[config.mk]
export PLATFORM = sky130hd
export DESIGN_NAME = dual_cmp_timer
export DESIGN_NICKNAME = d
export VERILOG_FILES = /design/src/rtl/dct_pkg.sv /design/src/rtl/dct_datapath.sv /design/src/rtl/dct_ctrl.sv /design/src/rtl/dual_cmp_timer.sv
export SDC_FILE = /design/constraint.sdc
export NUM_CORES = 1
export LEC_CHECK = 0
export CORE_MARGIN = 4
export CORE_UTILIZATION = 47
export CTS_CLUSTER_DIAMETER = 40
export CTS_CLUSTER_SIZE = 20
export DETAILED_ROUTE_END_ITERATION = 6
export PLACE_DENSITY = 0.79
export SLEW_MARGIN = 25
export SYNTH_ARGS = -nofsm -noshare
export SYNTH_HDL_FRONTEND = slang
export SYNTH_SLANG_ARGS = --single-unit
[constraint.sdc]
create_clock -name clk -period 2 [get_ports clk]
set_input_delay 0.4 -clock clk [delete_from_list [all_inputs] [get_ports clk]]
set_output_delay 0.4 -clock clk [all_outputs]
set_load 0.05 [all_outputs]
[src/rtl/dct_pkg.sv]
`timescale 1ns/1ps
package dct_pkg;
  typedef enum logic [1:0] {
    MODE_TIMER     = 2'd0,
    MODE_CMP       = 2'd1,
    MODE_PWM       = 2'd2,
    MODE_TIMER_ALT = 2'd3
  } tmrMode_e;

  typedef struct packed {
    logic stopClr;    // hold counter at zero, track compare inputs
    logic periodClr;  // period boundary: restart count, reload shadows
  } tmrStrobe_t;
endpackage

[src/rtl/dct_datapath.sv]
`timescale 1ns/1ps
module dct_datapath
  import dct_pkg::*;
#(
  parameter int CNT_W = 10,
  parameter int P_W   = 3
) (
  input  logic             clk,
  input  logic             rstN,
  input  tmrStrobe_t       strobe,
  input  logic [CNT_W-1:0] cmpA,
  input  logic [P_W-1:0]   cmpP,
  output logic             hitA,
  output logic             hitP,
  output logic             pZero,
  output logic             atMax,
  output logic             underA,
  output logic             underP
);
  localparam int LOW_W = CNT_W - P_W;
  localparam logic [CNT_W-1:0] CNT_MAX = {CNT_W{1'b1}};

  logic [CNT_W-1:0] cnt;
  logic [CNT_W-1:0] shA;
  logic [P_W-1:0]   shP;
  logic [CNT_W-1:0] pLimit;

  always_ff @(posedge clk or negedge rstN) begin
    if (!rstN) begin
      cnt <= '0;
      shA <= '0;
      shP <= '0;
    end else if (strobe.stopClr || strobe.periodClr) begin
      cnt <= '0;
      shA <= cmpA;
      shP <= cmpP;
    end else begin
      cnt <= cnt + 1'b1;
    end
  end

  assign pLimit = {shP, {LOW_W{1'b0}}};
  assign pZero  = (shP == '0);
  assign hitA   = (cnt == shA);
  assign hitP   = !pZero && (cnt == pLimit);
  assign atMax  = (cnt == CNT_MAX);
  assign underA = (cnt < shA);
  assign underP = (cnt < pLimit);

  a_r4_wrap_to_zero: assert property (@(posedge clk) disable iff (!rstN)
    (atMax && !strobe.stopClr) |=> (cnt == '0));

  a_r11_shadow_hold: assert property (@(posedge clk) disable iff (!rstN)
    (!strobe.stopClr && !strobe.periodClr) |=> ($stable(shA) && $stable(shP)));

  a_r1_stop_holds_zero: assert property (@(posedge clk) disable iff (!rstN)
    strobe.stopClr |=> (cnt == '0));
endmodule

[src/rtl/dct_ctrl.sv]
`timescale 1ns/1ps
module dct_ctrl
  import dct_pkg::*;
(
  input  logic       clk,
  input  logic       rstN,
  input  logic       runEn,
  input  logic [1:0] modeSel,
  input  logic       outCtl,
  input  logic       outPol,
  input  logic       dutySwap,
  input  logic       clrSelA,
  input  logic       ackA,
  input  logic       ackP,
  input  logic       ackOvf,
  input  logic       hitA,
  input  logic       hitP,
  input  logic       pZero,
  input  logic       atMax,
  input  logic       underA,
  input  logic       underP,
  output tmrStrobe_t strobe,
  output logic       timerPin,
  output logic       flagA,
  output logic       flagP,
  output logic       flagOvf
);
  localparam int N_FLAG = 3;

  tmrMode_e mode;
  logic isPwm, isCmp;
  logic useA, pEvent, clrEvent;
  logic tog;
  logic activeNow;
  logic [N_FLAG-1:0] setVec, ackVec, flagQ;

  assign mode   = tmrMode_e'(modeSel);
  assign isPwm  = (mode == MODE_PWM);
  assign isCmp  = (mode == MODE_CMP);

  // PWM ignores the clear select: the period register alone decides
  assign useA     = isPwm ? dutySwap : clrSelA;
  assign pEvent   = pZero ? atMax : hitP;
  assign clrEvent = useA ? hitA : pEvent;

  assign strobe.stopClr   = !runEn;
  assign strobe.periodClr = runEn && clrEvent;

  always_ff @(posedge clk or negedge rstN) begin
    if (!rstN)                    tog <= 1'b0;
    else if (!runEn)              tog <= 1'b0;
    else if (isCmp && clrEvent)   tog <= ~tog;
  end

  assign activeNow = dutySwap ? underP : underA;

  always_comb begin
    case (mode)
      MODE_CMP: timerPin = outCtl ^ tog ^ outPol;
      MODE_PWM: timerPin = (runEn ? (activeNow ? outCtl : ~outCtl) : outCtl) ^ outPol;
      default:  timerPin = 1'b0;
    endcase
  end

  assign setVec = {runEn && atMax, runEn && hitP, runEn && hitA};
  assign ackVec = {ackOvf, ackP, ackA};

  for (genvar i = 0; i < N_FLAG; i++) begin : g_flag
    logic q;
    always_ff @(posedge clk or negedge rstN) begin
      if (!rstN) q <= 1'b0;
      else       q <= setVec[i] | (q & ~ackVec[i]);
    end
    assign flagQ[i] = q;

    a_r10_flag_sticky: assert property (@(posedge clk) disable iff (!rstN)
      (q && !ackVec[i]) |=> q);
    a_r10_flag_set: assert property (@(posedge clk) disable iff (!rstN)
      setVec[i] |=> q);
  end

  assign flagA   = flagQ[0];
  assign flagP   = flagQ[1];
  assign flagOvf = flagQ[2];

  a_r5_toggle_on_clear: assert property (@(posedge clk) disable iff (!rstN)
    (runEn && isCmp && clrEvent) |=> (tog != $past(tog)));
endmodule

[src/rtl/dual_cmp_timer.sv]
`timescale 1ns/1ps
module dual_cmp_timer
  import dct_pkg::*;
#(
  parameter int CNT_W = 10,
  parameter int P_W   = 3
) (
  input  logic             clk,
  input  logic             rstN,
  input  logic             runEn,
  input  logic [1:0]       modeSel,
  input  logic             outCtl,
  input  logic             outPol,
  input  logic             dutySwap,
  input  logic             clrSelA,
  input  logic [CNT_W-1:0] cmpA,
  input  logic [P_W-1:0]   cmpP,
  input  logic             ackA,
  input  logic             ackP,
  input  logic             ackOvf,
  output logic             timerPin,
  output logic             flagA,
  output logic             flagP,
  output logic             flagOvf
);
  tmrStrobe_t strobe;
  logic hitA, hitP, pZero, atMax, underA, underP;

  dct_datapath #(.CNT_W(CNT_W), .P_W(P_W)) u_dp (
    .clk(clk), .rstN(rstN), .strobe(strobe), .cmpA(cmpA), .cmpP(cmpP),
    .hitA(hitA), .hitP(hitP), .pZero(pZero), .atMax(atMax),
    .underA(underA), .underP(underP)
  );

  dct_ctrl u_ctrl (
    .clk(clk), .rstN(rstN), .runEn(runEn), .modeSel(modeSel),
    .outCtl(outCtl), .outPol(outPol), .dutySwap(dutySwap), .clrSelA(clrSelA),
    .ackA(ackA), .ackP(ackP), .ackOvf(ackOvf),
    .hitA(hitA), .hitP(hitP), .pZero(pZero), .atMax(atMax),
    .underA(underA), .underP(underP),
    .strobe(strobe), .timerPin(timerPin),
    .flagA(flagA), .flagP(flagP), .flagOvf(flagOvf)
  );

  a_r9_timer_pin_low: assert property (@(posedge clk) disable iff (!rstN)
    (modeSel == 2'd0 || modeSel == 2'd3) |-> !timerPin);
endmodule

==> impl_metrics.env <==
export IMPL_grt_antenna_before_repair=0
export IMPL_p_comb_share_pct=33.4
export IMPL_synth_top_family_by_area="simple AND/OR/NAND/NOR gates"
export IMPL_cts_path_max_buffers=2
export IMPL_syn_nets=198
export IMPL_slowest_delay_ns=0.41
export IMPL_vias_per_cell=5.35
export IMPL_crit_slowest_cell="dfrtp_1"
export IMPL_clk_pin_slew_ns=0.15
export IMPL_hold_class="input port to async pin"
export IMPL_slew_headroom_pct=67.0
export IMPL_die_area_sq_mm=0.00452
export IMPL_first_iter_violations=77
export IMPL_drive_gt1_share_pct=38.5
export IMPL_synthCells=156
export IMPL_max_freq_mhz=381
export IMPL_clkLatencyLatePin_ns=0.33
export IMPL_cts_buffers=3
export IMPL_synthSimpleGateAreaFrac_pct=15.5
export IMPL_synth_area_leaders="dfrtp_1, ha_1, mux2_4, inv_1, nor2_1"
export IMPL_gp_congestion=0.810
export IMPL_finalNonFillerCells=272
export IMPL_arrival_ns=2.23
export IMPL_worstPathCellList="inv_2 -> ha_4 -> nand4_1 -> o311ai_2 -> o32ai_2 -> mux2_4 -> buf_6"
export IMPL_fin_crit_sh_pct=131
export IMPL_power_density_mw_per_mm2=518
export IMPL_synthMuxAreaShare_pct=12.7
export IMPL_hold_viol=0
export IMPL_vdd_ir_drop_max_uv=414
export IMPL_p_switching_uw=379
export IMPL_grt_pass1_wl_microns=7060
export IMPL_ys_seq_area_share_pct=40.9
export IMPL_seqPwrFrac_pct=47.6
export IMPL_reg2reg_from="u_dp.cnt[9]$_DFF_PN0_"
export IMPL_grt_max_degree=28
export IMPL_reg2reg_slack_ns=-0.28
export IMPL_placed_cells=253
export IMPL_grtUsageTotal_pct=21.2
export IMPL_synth_top_cell_by_area="dfrtp_1"
export IMPL_die_x_microns=67.3
export IMPL_dr_total_vias=1456
export IMPL_end_kind="output pin"
export IMPL_synthAdderAreaFrac_pct=12.9
export IMPL_drt_total_wl_microns=4720
export IMPL_setup_violations=24
export IMPL_initial_core_util_pct=49.1
export IMPL_fin_ws_ns=-0.628
export IMPL_synth_compound_area_share_pct=6.52
export IMPL_power_leakage_nw=1.16
export IMPL_start_kind="flip-flop"
export IMPL_avgRoutedWirePerCell_microns=17.3
export IMPL_p_int_uw=901
export IMPL_root_buffer="clkbuf_4"
export IMPL_die_h_microns=67.3
export IMPL_yosys_warnings=0
export IMPL_postRouteAntennaNets=0
export IMPL_total_power_mw=1.28
export IMPL_synth_top_cell_area_share_pct=40.9
export IMPL_port_buffers=28
export IMPL_htreeDepth=1
export IMPL_pwr_share_clk_pct=19.0
export IMPL_syn_area_per_cell_sq_um=10.6
export IMPL_ys_ff_latch=27
export IMPL_synth_area_sq_mm=0.00165
export IMPL_finalClockSkew_ns=0.00503
export IMPL_drc=0
export IMPL_critPathKind="flip-flop to output pin"
export IMPL_design_core_area_sq_mm=0.00336
export IMPL_hpwl_microns=3100
export IMPL_gr_total_overflow=0
export IMPL_tightest_slew_ns=0.493
export IMPL_placement_rows=21
export IMPL_tritoncts="built"
export IMPL_ios=29
export IMPL_first_pass_iters=5
export IMPL_outcome="finished, violations left"
export IMPL_drv_cap=0
export IMPL_crit_fanout=3
export IMPL_switching_share_pct=29.6
export IMPL_grt_pass1_vias=1578
export IMPL_fin_crit_ns=2.63
export IMPL_slew_viol_final=0
export IMPL_areaGrowthSynthToFinish_pct=49.7
export IMPL_rsz0062_at_grt="yes"
export IMPL_worstPathRequired_ns=1.60
export IMPL_rr_endpoint="u_dp.shA[2]$_DFFE_PN0N_"
export IMPL_ys_types=34
export IMPL_cp_top_family="compound AO/OA/AOI/OAI gates"
export IMPL_synth_xor_area_share_pct=5.31
export IMPL_clock_sinks=27
export IMPL_rr_worst_depth=9
export IMPL_nets=269
export IMPL_violations="setup timing"
export IMPL_place_ws_ns=-0.469
export IMPL_diodes=0
export IMPL_path_buf_inv=2
[Yosys cell counts, drive strengths merged]
cell type and instances:
xnor2 6, and3 2, xor2 4, inv 21
o31ai 2, nand2 8, a31oi 1, nand3 5
nor4bb 1, buf 2, dfrtp 27, and4 2
o21ai 5, nor2 14, a21oi 3, mux2 15
o32ai 1, nor3 3, a21o 1, and2 2
and3b 1, o311ai 2, nand4 5, nor2b 3
a211oi 1, or3 1, ha 17, nor4 1
[how the worst max path moves through the flow]
| stage | start | end | slack, ns | depth (start not counted) |
|---|---|---|---|---|
| floorplan | u_dp.cnt[3]$_DFF_PN0_ | timerPin | -0.06 | 6 |
| global placement | modeSel[1] | timerPin | -0.41 | 7 |
| detailed placement | modeSel[1] | timerPin | -0.47 | 7 |
| CTS | u_dp.shA[7]$_DFFE_PN0N_ | timerPin | -0.60 | 8 |
| global route | u_dp.shA[2]$_DFFE_PN0N_ | timerPin | -0.69 | 7 |
| finish | u_dp.shA[5]$_DFFE_PN0N_ | timerPin | -0.63 | 7 |
[metrics by stage]
| stage | hold slack, ns | TNS [ns] | area [sq um] | utilization (%) |
|---|---|---|---|---|
| global route | 0.443 | -6.83 | 2470 | 73.5 |
| detailed placement | 0.500 | -8.78 | 2190 | 65.1 |
| finish | 0.419 | -5.22 | 2470 | 73.5 |
| global placement | 0.493 | -7.75 | 2190 | 65.1 |
| floorplan | 0.104 | -0.384 | 1680 | - |
| CTS | 0.435 | -5.76 | 2390 | 71.0 |
[cell families (layout without fill, tap and decap cells)]
logic type	count (synthesis)	count (layout)
AO/OA/AOI/OAI	16	16
buffers and inverters	23	93
multiplexers	15	15
XOR/XNOR	10	10
adder cells (fa/ha/maj)	17	17
AND/OR/NAND/NOR	48	48
flip-flops	27	27
[cell usage in the layout (no fill, tap or decap), types with 3 or more instances in the layout]
cell type | Yosys | routed
dfrtp_1 | 27 | 27
o21ai_0 | 5 | 4
nand4_1 | 5 | 5
clkbuf_4 | 0 | 3
nand2_1 | 7 | 7
nor3_1 | 3 | 3
buf_6 | 2 | 6
nand3_1 | 5 | 5
clkdlybuf4s50_1 | 0 | 27
xnor2_1 | 6 | 6
nor2_2 | 0 | 7
buf_4 | 0 | 34
xor2_1 | 4 | 4
ha_1 | 17 | 15
mux2_4 | 11 | 14
nor2_1 | 14 | 6
inv_1 | 21 | 19
[routing by layer]
metal / GRT usage [%] / wire [microns] / vias up / share of wire [%]
met5: 0 / 0 / - / 0
li1: - / - / 678 / -
met4: 10.6 / 133 / 0 / 2.8
met3: 4.16 / 185 / 10 / 3.9
met1: 22.0 / 1810 / 731 / 38
met2: 40.0 / 2580 / 37 / 55
[worst register-to-register path, cell delays in order, from the launching register on]
cell and delay, ns:
dfrtp_1 0.41, ha_1 0.30, nand4_1 0.13, buf_4 0.18, buf_4 0.14, o31ai_4 0.29, o31ai_4 0.12, nand2_2 0.14
buf_6 0.17, mux2_4 0.31
[power by group through the flow]
stage	Sequential, mW	Combinational [mW]	Clock [mW]
after detailed placement	0.619	0.333	0
final	0.609	0.428	0.243
after CTS	0.609	0.397	0.247
after floorplan	0.621	0.180	0
after global placement	0.618	0.314	0
after global routing	0.613	0.459	0.269
[repair_timing]
action,in CTS,in global routing
hold buffers,0,0
endpoints found under the setup margin,24,25
buffers inserted,10,7
cloned,2,0
resized for setup,12,27
pin swaps,7,15
[final cells by class]
class,instances,area (sq um)
multi-input cells,106,1020
fillers,230,892
flip-flops and latches,27,676
repair buffers,68,608
inverters,21,78.8
well taps,46,57.6
clock buffers,4,26.3
[registers in the layout, indices dropped and copies added, names as in the netlist]
| signal | count |
|---|---|
| u_ctrl.flagA | 1 |
| u_ctrl.flagOvf | 1 |
| u_ctrl.flagP | 1 |
| u_ctrl.tog | 1 |
| u_dp.cnt | 10 |
| u_dp.shA | 10 |
| u_dp.shP | 3 |
(Power assumes the default switching activity.)
